$ cat src/rtl/led_shift_pkg.sv
`timescale 1ns/1ps
package led_shift_pkg;
  localparam int LSC_GRP_W  = 8;
  localparam int LSC_NGRP   = 3;
  localparam int LSC_WORD_W = LSC_GRP_W * LSC_NGRP;

  // number of bits shifted for a group-enable field: set by the highest enabled group
  function automatic int unsigned lsc_bit_count(input logic [LSC_NGRP-1:0] grp);
    int unsigned n;
    n = 0;
    for (int g = 0; g < LSC_NGRP; g++)
      if (grp[g]) n = (g + 1) * LSC_GRP_W;
    return n;
  endfunction

  // merge data word with hardware status lines where an override is enabled
  function automatic logic [LSC_WORD_W-1:0] lsc_compose(
      input logic [LSC_WORD_W-1:0] dat,
      input logic [1:0] m_en, input logic [1:0] m_st,
      input logic [2:0] a_en, input logic [2:0] a_st,
      input logic [2:0] b_en, input logic [2:0] b_st);
    logic [LSC_WORD_W-1:0] w;
    w = dat;
    for (int i = 0; i < 2; i++) if (m_en[i]) w[i]     = m_st[i];
    for (int i = 0; i < 3; i++) if (a_en[i]) w[2 + i] = a_st[i];
    for (int i = 0; i < 3; i++) if (b_en[i]) w[5 + i] = b_st[i];
    return w;
  endfunction
endpackage

$ cat src/rtl/lsc_regs.sv
`timescale 1ns/1ps
module lsc_regs (
  input  logic        clk,
  input  logic        rst_n,
  input  logic        sel,
  input  logic        wr,
  input  logic [4:0]  addr,
  input  logic [31:0] wdata,
  output logic [31:0] rdata,
  output logic [31:0] ctl0,
  output logic [31:0] ctl1,
  output logic [31:0] dat0,
  output logic        sw_req
);
  logic [31:0] dat1, acc;
  logic [2:0]  slot;
  logic        wen;
  logic [1:0]  unused_lo;

  assign slot      = addr[4:2];
  assign wen       = sel & wr;
  assign unused_lo = addr[1:0];

  always_ff @(posedge clk or negedge rst_n) begin
    if (!rst_n) begin
      ctl0   <= 32'h8000_0000;
      ctl1   <= '0;
      dat0   <= '0;
      dat1   <= '0;
      acc    <= '0;
      sw_req <= 1'b0;
    end else begin
      sw_req <= wen && (slot == 3'd0) && wdata[31];
      if (wen) begin
        case (slot)
          3'd0: ctl0 <= wdata;
          3'd1: ctl1 <= wdata;
          3'd2: dat0 <= wdata;
          3'd3: dat1 <= wdata;
          3'd4: acc  <= wdata;
          default: ;
        endcase
      end
    end
  end

  always_comb begin
    case (slot)
      3'd0:    rdata = ctl0;
      3'd1:    rdata = ctl1;
      3'd2:    rdata = dat0;
      3'd3:    rdata = dat1;
      3'd4:    rdata = acc;
      default: rdata = '0;
    endcase
  end

  AST_REQ_FROM_WRITE: assert property (@(posedge clk) disable iff (!rst_n) sw_req |-> $past(wen && wdata[31]));
endmodule

$ cat src/rtl/lsc_timer.sv
`timescale 1ns/1ps
module lsc_timer #(
  parameter int PER_R0 = 50_000_000,
  parameter int PER_R1 = 25_000_000,
  parameter int PER_R2 = 12_500_000,
  parameter int PER_R3 = 10_000_000
) (
  input  logic       clk,
  input  logic       rst_n,
  input  logic       en,
  input  logic [1:0] rate,
  output logic       tick
);
  localparam int PM01 = (PER_R0 > PER_R1) ? PER_R0 : PER_R1;
  localparam int PM23 = (PER_R2 > PER_R3) ? PER_R2 : PER_R3;
  localparam int PMAX = (PM01 > PM23) ? PM01 : PM23;
  localparam int CW   = $clog2(PMAX + 1);

  logic [CW-1:0] cnt, lim;

  always_comb begin
    case (rate)
      2'd0:    lim = CW'(PER_R0 - 1);
      2'd1:    lim = CW'(PER_R1 - 1);
      2'd2:    lim = CW'(PER_R2 - 1);
      default: lim = CW'(PER_R3 - 1);
    endcase
  end

  always_ff @(posedge clk or negedge rst_n) begin
    if (!rst_n) begin
      cnt  <= '0;
      tick <= 1'b0;
    end else if (!en) begin
      cnt  <= '0;
      tick <= 1'b0;
    end else if (cnt >= lim) begin
      cnt  <= '0;
      tick <= 1'b1;
    end else begin
      cnt  <= cnt + 1'b1;
      tick <= 1'b0;
    end
  end

  AST_TICK_NEEDS_EN: assert property (@(posedge clk) disable iff (!rst_n) tick |-> $past(en));
endmodule

$ cat src/rtl/lsc_shifter.sv
`timescale 1ns/1ps
module lsc_shifter
  import led_shift_pkg::*;
#(
  parameter int DIV_HALF = 50
) (
  input  logic                   clk,
  input  logic                   rst_n,
  input  logic                   trig,
  input  logic                   fall_sel,
  input  logic [LSC_NGRP-1:0]    grp,
  input  logic [LSC_WORD_W-1:0]  word_in,
  output logic                   sh_clk,
  output logic                   sh_dat,
  output logic                   sh_store
);
  localparam int PER_BIT = 2 * DIV_HALF;
  localparam int CW      = (PER_BIT > 2) ? $clog2(PER_BIT) : 1;
  localparam int IW      = $clog2(LSC_WORD_W + 1);

  typedef enum logic [1:0] {S_IDLE, S_SHIFT, S_STORE} st_t;
  st_t st;

  logic [CW-1:0]         cnt;
  logic [IW-1:0]         idx, nbits, nbits_lat, edges_seen;
  logic [LSC_WORD_W-1:0] word_q;
  logic                  pend;
  logic                  start, last_half, phase, cap_edge;

  assign nbits     = IW'(lsc_bit_count(grp));
  assign start     = (st == S_IDLE) && (trig || pend) && (nbits != '0);
  assign last_half = (cnt == CW'(PER_BIT - 1));
  assign phase     = (cnt >= CW'(DIV_HALF));
  assign cap_edge  = (st == S_SHIFT) && (cnt == CW'(DIV_HALF));

  assign sh_clk   = fall_sel ^ ((st == S_SHIFT) && phase);
  assign sh_dat   = (st == S_SHIFT) ? word_q[idx] : 1'b0;
  assign sh_store = (st == S_STORE);

  always_ff @(posedge clk or negedge rst_n) begin
    if (!rst_n) begin
      st     <= S_IDLE;
      cnt    <= '0;
      idx    <= '0;
      word_q <= '0;
      pend   <= 1'b0;
    end else begin
      if (st != S_IDLE) begin
        if (trig) pend <= 1'b1;
      end else begin
        pend <= 1'b0;
      end
      case (st)
        S_IDLE: if (start) begin
          st     <= S_SHIFT;
          cnt    <= '0;
          idx    <= nbits - 1'b1;
          word_q <= word_in;
        end
        S_SHIFT: begin
          if (last_half) begin
            cnt <= '0;
            if (idx == '0) st <= S_STORE;
            else           idx <= idx - 1'b1;
          end else begin
            cnt <= cnt + 1'b1;
          end
        end
        default: st <= S_IDLE;
      endcase
    end
  end

  // capture-edge counter kept for the checks below
  always_ff @(posedge clk or negedge rst_n) begin
    if (!rst_n) begin
      edges_seen <= '0;
      nbits_lat  <= '0;
    end else if (start) begin
      edges_seen <= '0;
      nbits_lat  <= nbits;
    end else if (cap_edge) begin
      edges_seen <= edges_seen + 1'b1;
    end
  end

  AST_STORE_ONE_CYCLE: assert property (@(posedge clk) disable iff (!rst_n) sh_store |=> !sh_store);
  AST_STORE_AFTER_LAST: assert property (@(posedge clk) disable iff (!rst_n) sh_store |-> $past(st == S_SHIFT && last_half && idx == '0));
  AST_BIT_COUNT: assert property (@(posedge clk) disable iff (!rst_n) sh_store |-> (edges_seen == nbits_lat));
  AST_DAT_AT_EDGE: assert property (@(posedge clk) disable iff (!rst_n) cap_edge |-> $stable(sh_dat));
  AST_PEND_SERVED: assert property (@(posedge clk) disable iff (!rst_n) (st == S_IDLE && pend && nbits != '0) |=> (st == S_SHIFT));
endmodule

$ cat src/rtl/led_shift_ctrl.sv
`timescale 1ns/1ps
module led_shift_ctrl
  import led_shift_pkg::*;
#(
  parameter int DIV_HALF = 50,
  parameter int PER_R0   = 50_000_000,
  parameter int PER_R1   = 25_000_000,
  parameter int PER_R2   = 12_500_000,
  parameter int PER_R3   = 10_000_000
) (
  input  logic        clk,
  input  logic        rst_n,
  input  logic        bus_sel,
  input  logic        bus_wr,
  input  logic [4:0]  bus_addr,
  input  logic [31:0] bus_wdata,
  output logic [31:0] bus_rdata,
  input  logic [1:0]  modem_st,
  input  logic [2:0]  phya_st,
  input  logic [2:0]  phyb_st,
  output logic        sh_clk,
  output logic        sh_dat,
  output logic        sh_store
);
  logic [31:0]           ctl0, ctl1, dat0;
  logic                  sw_req, tick, tmr_en;
  logic [LSC_WORD_W-1:0] word;
  logic                  unused_bits;

  assign tmr_en = !ctl0[31] && (ctl1[31:30] == 2'b10);
  assign word   = lsc_compose(dat0[LSC_WORD_W-1:0],
                              ctl0[25:24], modem_st,
                              ctl0[29:27], phya_st,
                              ctl1[17:15], phyb_st);
  assign unused_bits = ^{ctl0[30], ctl0[23:0], ctl1[29:25], ctl1[22:18],
                         ctl1[14:3], dat0[31:LSC_WORD_W]};

  lsc_regs u_regs (
    .clk(clk), .rst_n(rst_n), .sel(bus_sel), .wr(bus_wr), .addr(bus_addr),
    .wdata(bus_wdata), .rdata(bus_rdata), .ctl0(ctl0), .ctl1(ctl1),
    .dat0(dat0), .sw_req(sw_req)
  );

  lsc_timer #(.PER_R0(PER_R0), .PER_R1(PER_R1), .PER_R2(PER_R2), .PER_R3(PER_R3)) u_timer (
    .clk(clk), .rst_n(rst_n), .en(tmr_en), .rate(ctl1[24:23]), .tick(tick)
  );

  lsc_shifter #(.DIV_HALF(DIV_HALF)) u_shift (
    .clk(clk), .rst_n(rst_n), .trig(sw_req | tick), .fall_sel(ctl0[26]),
    .grp(ctl1[2:0]), .word_in(word), .sh_clk(sh_clk), .sh_dat(sh_dat),
    .sh_store(sh_store)
  );

  AST_TICK_ONLY_IN_TIMER_MODE: assert property (@(posedge clk) disable iff (!rst_n) tick |-> $past(ctl1[31:30] == 2'b10));
endmodule

$ cat config.mk
export PLATFORM = sky130hd
export DESIGN_NAME = led_shift_ctrl
export DESIGN_NICKNAME = d
export VERILOG_FILES = /design/src/rtl/led_shift_pkg.sv /design/src/rtl/lsc_regs.sv /design/src/rtl/lsc_timer.sv /design/src/rtl/lsc_shifter.sv /design/src/rtl/led_shift_ctrl.sv
export SDC_FILE = /design/constraint.sdc
export NUM_CORES = 1
export LEC_CHECK = 0
export CAP_MARGIN = 5
export CORE_UTILIZATION = 49
export CTS_CLUSTER_SIZE = 30
export DETAILED_ROUTE_END_ITERATION = 12
export DONT_BUFFER_PORTS = 1
export PLACE_DENSITY = 0.67
export SETUP_SLACK_MARGIN = 0.02
export SLEW_MARGIN = 5
export SYNTH_ARGS = -nofsm -noshare
export SYNTH_HDL_FRONTEND = slang
export SYNTH_SLANG_ARGS = --single-unit
$ cat constraint.sdc
create_clock -name clk -period 2.7 [get_ports clk]
set_clock_uncertainty 0.05 [all_clocks]
set_input_delay 0.54 -clock clk [delete_from_list [all_inputs] [get_ports clk]]
set_output_delay 0.54 -clock clk [all_outputs]
set_load 0.03 [all_outputs]
# Word-level counts from Yosys, hierarchy flattened
# Cells that the tools add are included.
# word_totals
wordCells	95
ff_bits	227
output_inout_bits	35
# classes
n_eq_ne	15
muxes	33
add_sub_neg	4
reduce_logical	24
n_bitwise	3
order_cmp	3
# op_table
cell	n
32-bit one-hot mux with 5 select lines	1
26-bit one-hot mux with 3 select lines	1
26-bit 2-to-1 mux	2
26-bit by 1-bit adder with 26-bit output (second input constant)	1
26-bit >= comparator	1
5-bit 2-to-1 mux	5
1-bit 2-to-1 mux	14
7-bit 2-to-1 mux	2
7-bit one-hot mux with 2 select lines	1
2-bit AND reduction	7
5-bit one-hot mux with 2 select lines	1
5-bit by 1-bit subtractor with 5-bit output (second input constant)	2
7-bit by 1-bit adder with 7-bit output (second input constant)	1
7-bit equality test (second input constant)	1
7-bit by 6-bit >= comparator with 1-bit output (second input constant)	1
2-bit equality test (second input constant)	3
3-bit by 2-bit equality test with 1-bit output (second input constant)	2
1-bit logical AND	6
5-bit by 6-bit < comparator with 1-bit output (second input constant)	1
2-bit 2-to-1 mux	3
2-bit by 1-bit != test with 1-bit output (second input constant)	3
1-bit binary-select mux with 5-bit select	1
5-bit zero test	1
5-bit nonzero test	1
16 further kinds	20

# Longest topological paths before layout
# depth
word_depth	7
depth_mapped	10
ltp_nobuf	9

# Cells and area by module
# A second synthesis with hierarchy kept.
# hier_totals
cells_unflattened	860
area_unflattened_um2	11023.1
# by_module_without_submodules
module	n_inst	seq_area_each_um2	cells_per_inst	area_each_um2
lsc_regs	1	4030.1	503	7156.9
lsc_shifter	1	975.9	171	1984.4
lsc_timer	1	675.6	176	1747.9
led_shift_ctrl	1	0.0	10	133.9

# Least setup slack after synthesis
# OpenSTA, ideal clock, no wires.
# synth_path
path_type	input -> output
start	input port bus_addr[2]
end	output port bus_rdata[0]
setup_slack_ns	0.121
cell_stages	5
path_buffers	2
t_arrival_ns	1.989
t_required_ns	2.110
cell_sequence	clkbuf_1 > nor2b_1 > clkbuf_1 > a22oi_1 > o22ai_1
# synth_via
elab_chain_cells	2
elab_cells_between_ends	6
# synth_rtl
element	line	source
start: declaration	led_shift_ctrl.sv:15	input logic [4:0] bus_addr,
3-bit equality test (tied with other cells)	lsc_regs.sv:48	case (slot)
32-bit one-hot mux with 5 select lines (*)	lsc_regs.sv:48	
end: declaration	led_shift_ctrl.sv:17	output logic [31:0] bus_rdata,
# Mark *: on every way between the ends. The rest lies on a longest branch, timed or not.

# Final worst setup path
# layout_path
start	register u_shift.idx[0]
end	output port sh_dat
# layout_via
elab_chain_cells	3
# layout_rtl
element	line	source
start: declaration	lsc_shifter.sv:25	logic [IW-1:0] idx, nbits, nbits_lat, edges_seen;
start signal: assignment	lsc_shifter.sv:57	idx <= nbits - 1'b1;
start signal: assignment	lsc_shifter.sv:64	else idx <= idx - 1'b1;
1-bit binary-select mux with 5-bit select	lsc_shifter.sv:37	assign sh_dat = (st == S_SHIFT) ? word_q[idx] : 1'b0;
1-bit 2-to-1 mux (not written as such)	lsc_shifter.sv:37	
1-bit 2-to-1 mux	lsc_shifter.sv:37	
end: declaration	led_shift_ctrl.sv:22	output logic sh_dat,
# Every way passes these cells. The select of a mux whose other input is x is not followed.

==> impl_metrics.py <==
metrics = {
    "routing": {
        "via_count": 7271,
        "final_antenna_net_count": 0,
        "wl_per_cell_um": 19.8,
        "drt_iter0_drc": 445,
        "vias_per_cell": 5.94,
        "drc": 0,
        "totalWireLength_um": 24200,
        "dr.pass1.iters": 7,
    },
    "floorplan": {
        "die_area_um2": 22800,
        "row_count": 54,
        "die_height_um": 151,
        "start_util": 0.499,
        "die_w_um": 151,
        "boundaryPins": 84,
        "core_um2": 21800,
    },
    "global_route": {
        "grt_pass1_vias": 7263,
        "track_usage": 0.218,
        "gr-total-overflow": 0,
        "antenna_found_initial": 0,
        "grt_max_degree": 228,
        "grt_pass1_wl_um": 38900,
    },
    "yosys": {
        "synth_area_leaders": "dfrtp_1 52%, mux2_2 20%, a22oi_1 4.3%, nand2_1 2.9%, ha_1 2.9%",
        "synth_nets": 974,
        "post_synth.cell_area_avg_um2": 12.1,
        "synth_cell_types": 49,
        "synth.top_cells.by_count": "226 x dfrtp_1, 189 x mux2_2, 84 x nand2_1",
        "muxShareOfSynthArea": 0.220,
        "synth_enable_flop_cells": 0,
        "yosys.area.top_type": "dfrtp_1",
        "yosys.area_share.simple": 0.0864,
        "synth_area_um2": 10900,
        "synthArstFlopShare": 1.00,
        "syn_inst": 900,
        "synth-seq-cells": 227,
        "synth.most_common_cell": "dfrtp_1",
        "yosys_most_used_dff": "dfrtp_1",
        "synth_compound_area_frac": 0.0956,
        "ys_seq_area_frac": 0.522,
        "ys_warn_count": 0,
        "synth_top_family_by_area": "multiplexers",
        "synthAdderAreaFrac": 0.0287,
        "synth-xor-area-share": 0.0209,
        "synthDominantCellAreaShare": 0.519,
    },
    "finish": {
        "n_antenna_cell": 0,
        "drive_above_1_share": 0.328,
        "design_area_um2": 12300,
        "utilization": 0.565,
        "multiInputGateArea_um2": 4990,
        "num-fill-cells": 1813,
        "areaGrowthSynthToFinish_pct": 13.2,
        "register_area_um2": 5680,
        "nets": 1001,
    },
    "sta": {
        "finalCritPeriodShare": 1.04,
        "holdWs_ps": -309,
        "fin_crit_ps": 2820,
        "rsz0062_at_grt": "true",
        "max-slew-margin-rel": 0.560,
        "fmax_ghz": 0.355,
        "setup_viol": 1,
        "maxSlewViolCount": 0,
        "hold_viol": 226,
        "tightestPinTransition_ps": 658,
        "setup_ws_ps": -117,
    },
    "critical_path": {
        "critPathMaxStageDelay_ps": 510,
        "cp_top_family": "multiplexers",
        "cp.arrival_ps": 2230,
        "rr_worst_depth": 10,
        "critPathMostFrequentCell": "mux4_2",
        "path_cells": "mux4_2 -> mux4_2 -> a21oi_4 -> nor2_4",
        "end_kind": "output pin",
        "r2r_end": "u_timer.tick$_DFF_PN0_",
        "critPathMaxFanout": 6,
        "cp_slowest_cell": "mux4_2",
        "cp_num_cells": 4,
        "crit_start": "u_shift.idx[0]$_DFFE_PN0P_",
        "reg2reg_from": "u_regs.ctl1[23]$_DFFE_PN0P_",
        "crit_path_start_kind": "register",
        "path_class": "reg2out",
        "r2r_slack_ps": 200,
        "path_buf_inv": 0,
        "cp.required_ps": 2110,
    },
    "place": {
        "portBuffers": 0,
        "dpl_cell_area_um2": 11500,
        "dp_hpwl_um": 15000,
        "gp_congestion": 0.790,
    },
    "power_and_ir_drop": {
        "p_sw_frac": 0.286,
        "power.switching_w": 0.00295,
        "p_int_w": 0.00738,
        "p_leak_nw": 5.41,
        "seqPwrFrac": 0.458,
        "pwr-share-clk": 0.321,
        "p_per_area_nw_per_um2": 838,
        "max-vdd-ir-drop_uv": 561,
        "p_comb_frac": 0.222,
    },
    "min_path": {
        "min_path_type": "in2async",
    },
    "clocking": {
        "cts_made_buffers": 25,
        "path_clk_slew_ps": 60,
        "cts_max_level": 1,
        "cts_buffer_depth": 3,
        "cts.sinks": 227,
        "clkLatencyLatePin_ps": 510,
        "cts_tree": "done",
        "clockRootBuffer": "clkbuf_16",
    },
    "run_status": {
        "violations": "negative hold slack, negative setup slack",
        "status": "finished with violations",
    },
    "flow_run": {
        "max-cap-violations": 0,
    },
}
-- cells in the final DEF, fill, tap and decap left out, types with 3 or more instances in the layout --
master,synthesis,layout
o22ai_1,32,32
nor2b_1,6,4
or3_1,3,3
nand2_1,84,84
clkbuf_8,0,7
a31oi_1,4,4
o21ai_0,28,28
inv_1,14,14
and4_1,6,6
o21bai_1,3,3
clkbuf_16,0,25
xnor2_1,17,17
nand3_1,11,10
mux2_2,189,189
nand4_1,13,13
clkbuf_1,39,4
clkinv_2,0,7
nor2_1,21,18
mux4_2,8,8
a22oi_1,62,62
xor2_1,9,9
mux2i_1,9,9
nor3_1,36,36
buf_4,0,54
dfrtp_1,226,225
a21o_1,6,6
ha_1,25,25
and3_1,3,3
-- stage by stage --
stage | instances | setup slack, ps | power (W) | setup TNS, ps
floorplan | 900 | 121 | 0.00643 | 0
global route | 1225 | -198 | 0.0109 | -198
finish | 1225 | -117 | 0.0103 | -117
detailed placement | 1177 | 201 | 0.00699 | 0
global placement | 1177 | 227 | 0.00689 | 0
CTS | 1223 | -147 | 0.0104 | -147
-- how the worst max path moves through the flow --
stage	end	slack (ps)
after detailed placement	sh_dat	200
final	sh_dat	-120
after global placement	sh_dat	230
after CTS	sh_dat	-150
after floorplan	bus_rdata[0]	120
after global routing	sh_dat	-200
-- metal layers --
metal	up-vias	track usage	part of all wire
met4	0	0.0425	0.013
li1	3366	-	-
met2	170	0.347	0.48
met3	32	0.0428	0.058
met1	3703	0.311	0.45
met5	-	0	0
-- cells by family (layout without fill, tap and decap cells) --
| kind of cell | count (synthesis) | count (layout) |
|---|---|---|
| buffers and inverters | 70 | 115 |
| adders and majority gates | 25 | 25 |
| DFF | 227 | 227 |
| AOI/OAI and AO/OA | 152 | 152 |
| xor gates and xnor gates | 26 | 26 |
| and+or+nand+nor | 194 | 194 |
| muxes | 206 | 206 |
-- flip-flops by register name (all words and copies together), names as in the netlist --
| name | count |
|---|---|
| u_regs.dat1 | 32 |
| u_regs.dat0 | 32 |
| u_shift.st | 2 |
| u_timer.cnt | 26 |
| u_regs.acc | 32 |
| u_regs.ctl1 | 32 |
| u_shift.cnt | 7 |
| u_shift.word_q | 24 |
| u_shift.pend | 1 |
| u_shift.idx | 5 |
| u_timer.tick | 1 |
| u_regs.ctl0 | 32 |
| u_regs.sw_req | 1 |
-- power by group through the flow --
stage	Sequential, W	Combinational (W)	Clock [W]
after floorplan	0.00455	0.00187	0
after global placement	0.00474	0.00215	0
after detailed placement	0.00478	0.00221	0
after CTS	0.00473	0.00229	0.00339
after global routing	0.00483	0.00252	0.00353
final	0.00473	0.00229	0.00331
-- final cells by class --
cell class | instances | area share
Timing Repair Buffer | 56 | 0.0361
Sequential cell | 227 | 0.461
Multi-Input combinational cell | 603 | 0.404
Inverter | 14 | 0.00426
Tap cell | 280 | 0.0284
Clock inverter | 9 | 0.00589
Clock buffer | 36 | 0.0598
-- timing repair --
action / 4_1_cts / 5_1_grt
buffers inserted: 1 / 2
gates resized for setup: 5 / 0
setup endpoints to repair: 1 / 2
pin swaps: 1 / 0
hold endpoints to repair: 227 / 227
(Power assumes the default switching activity.)
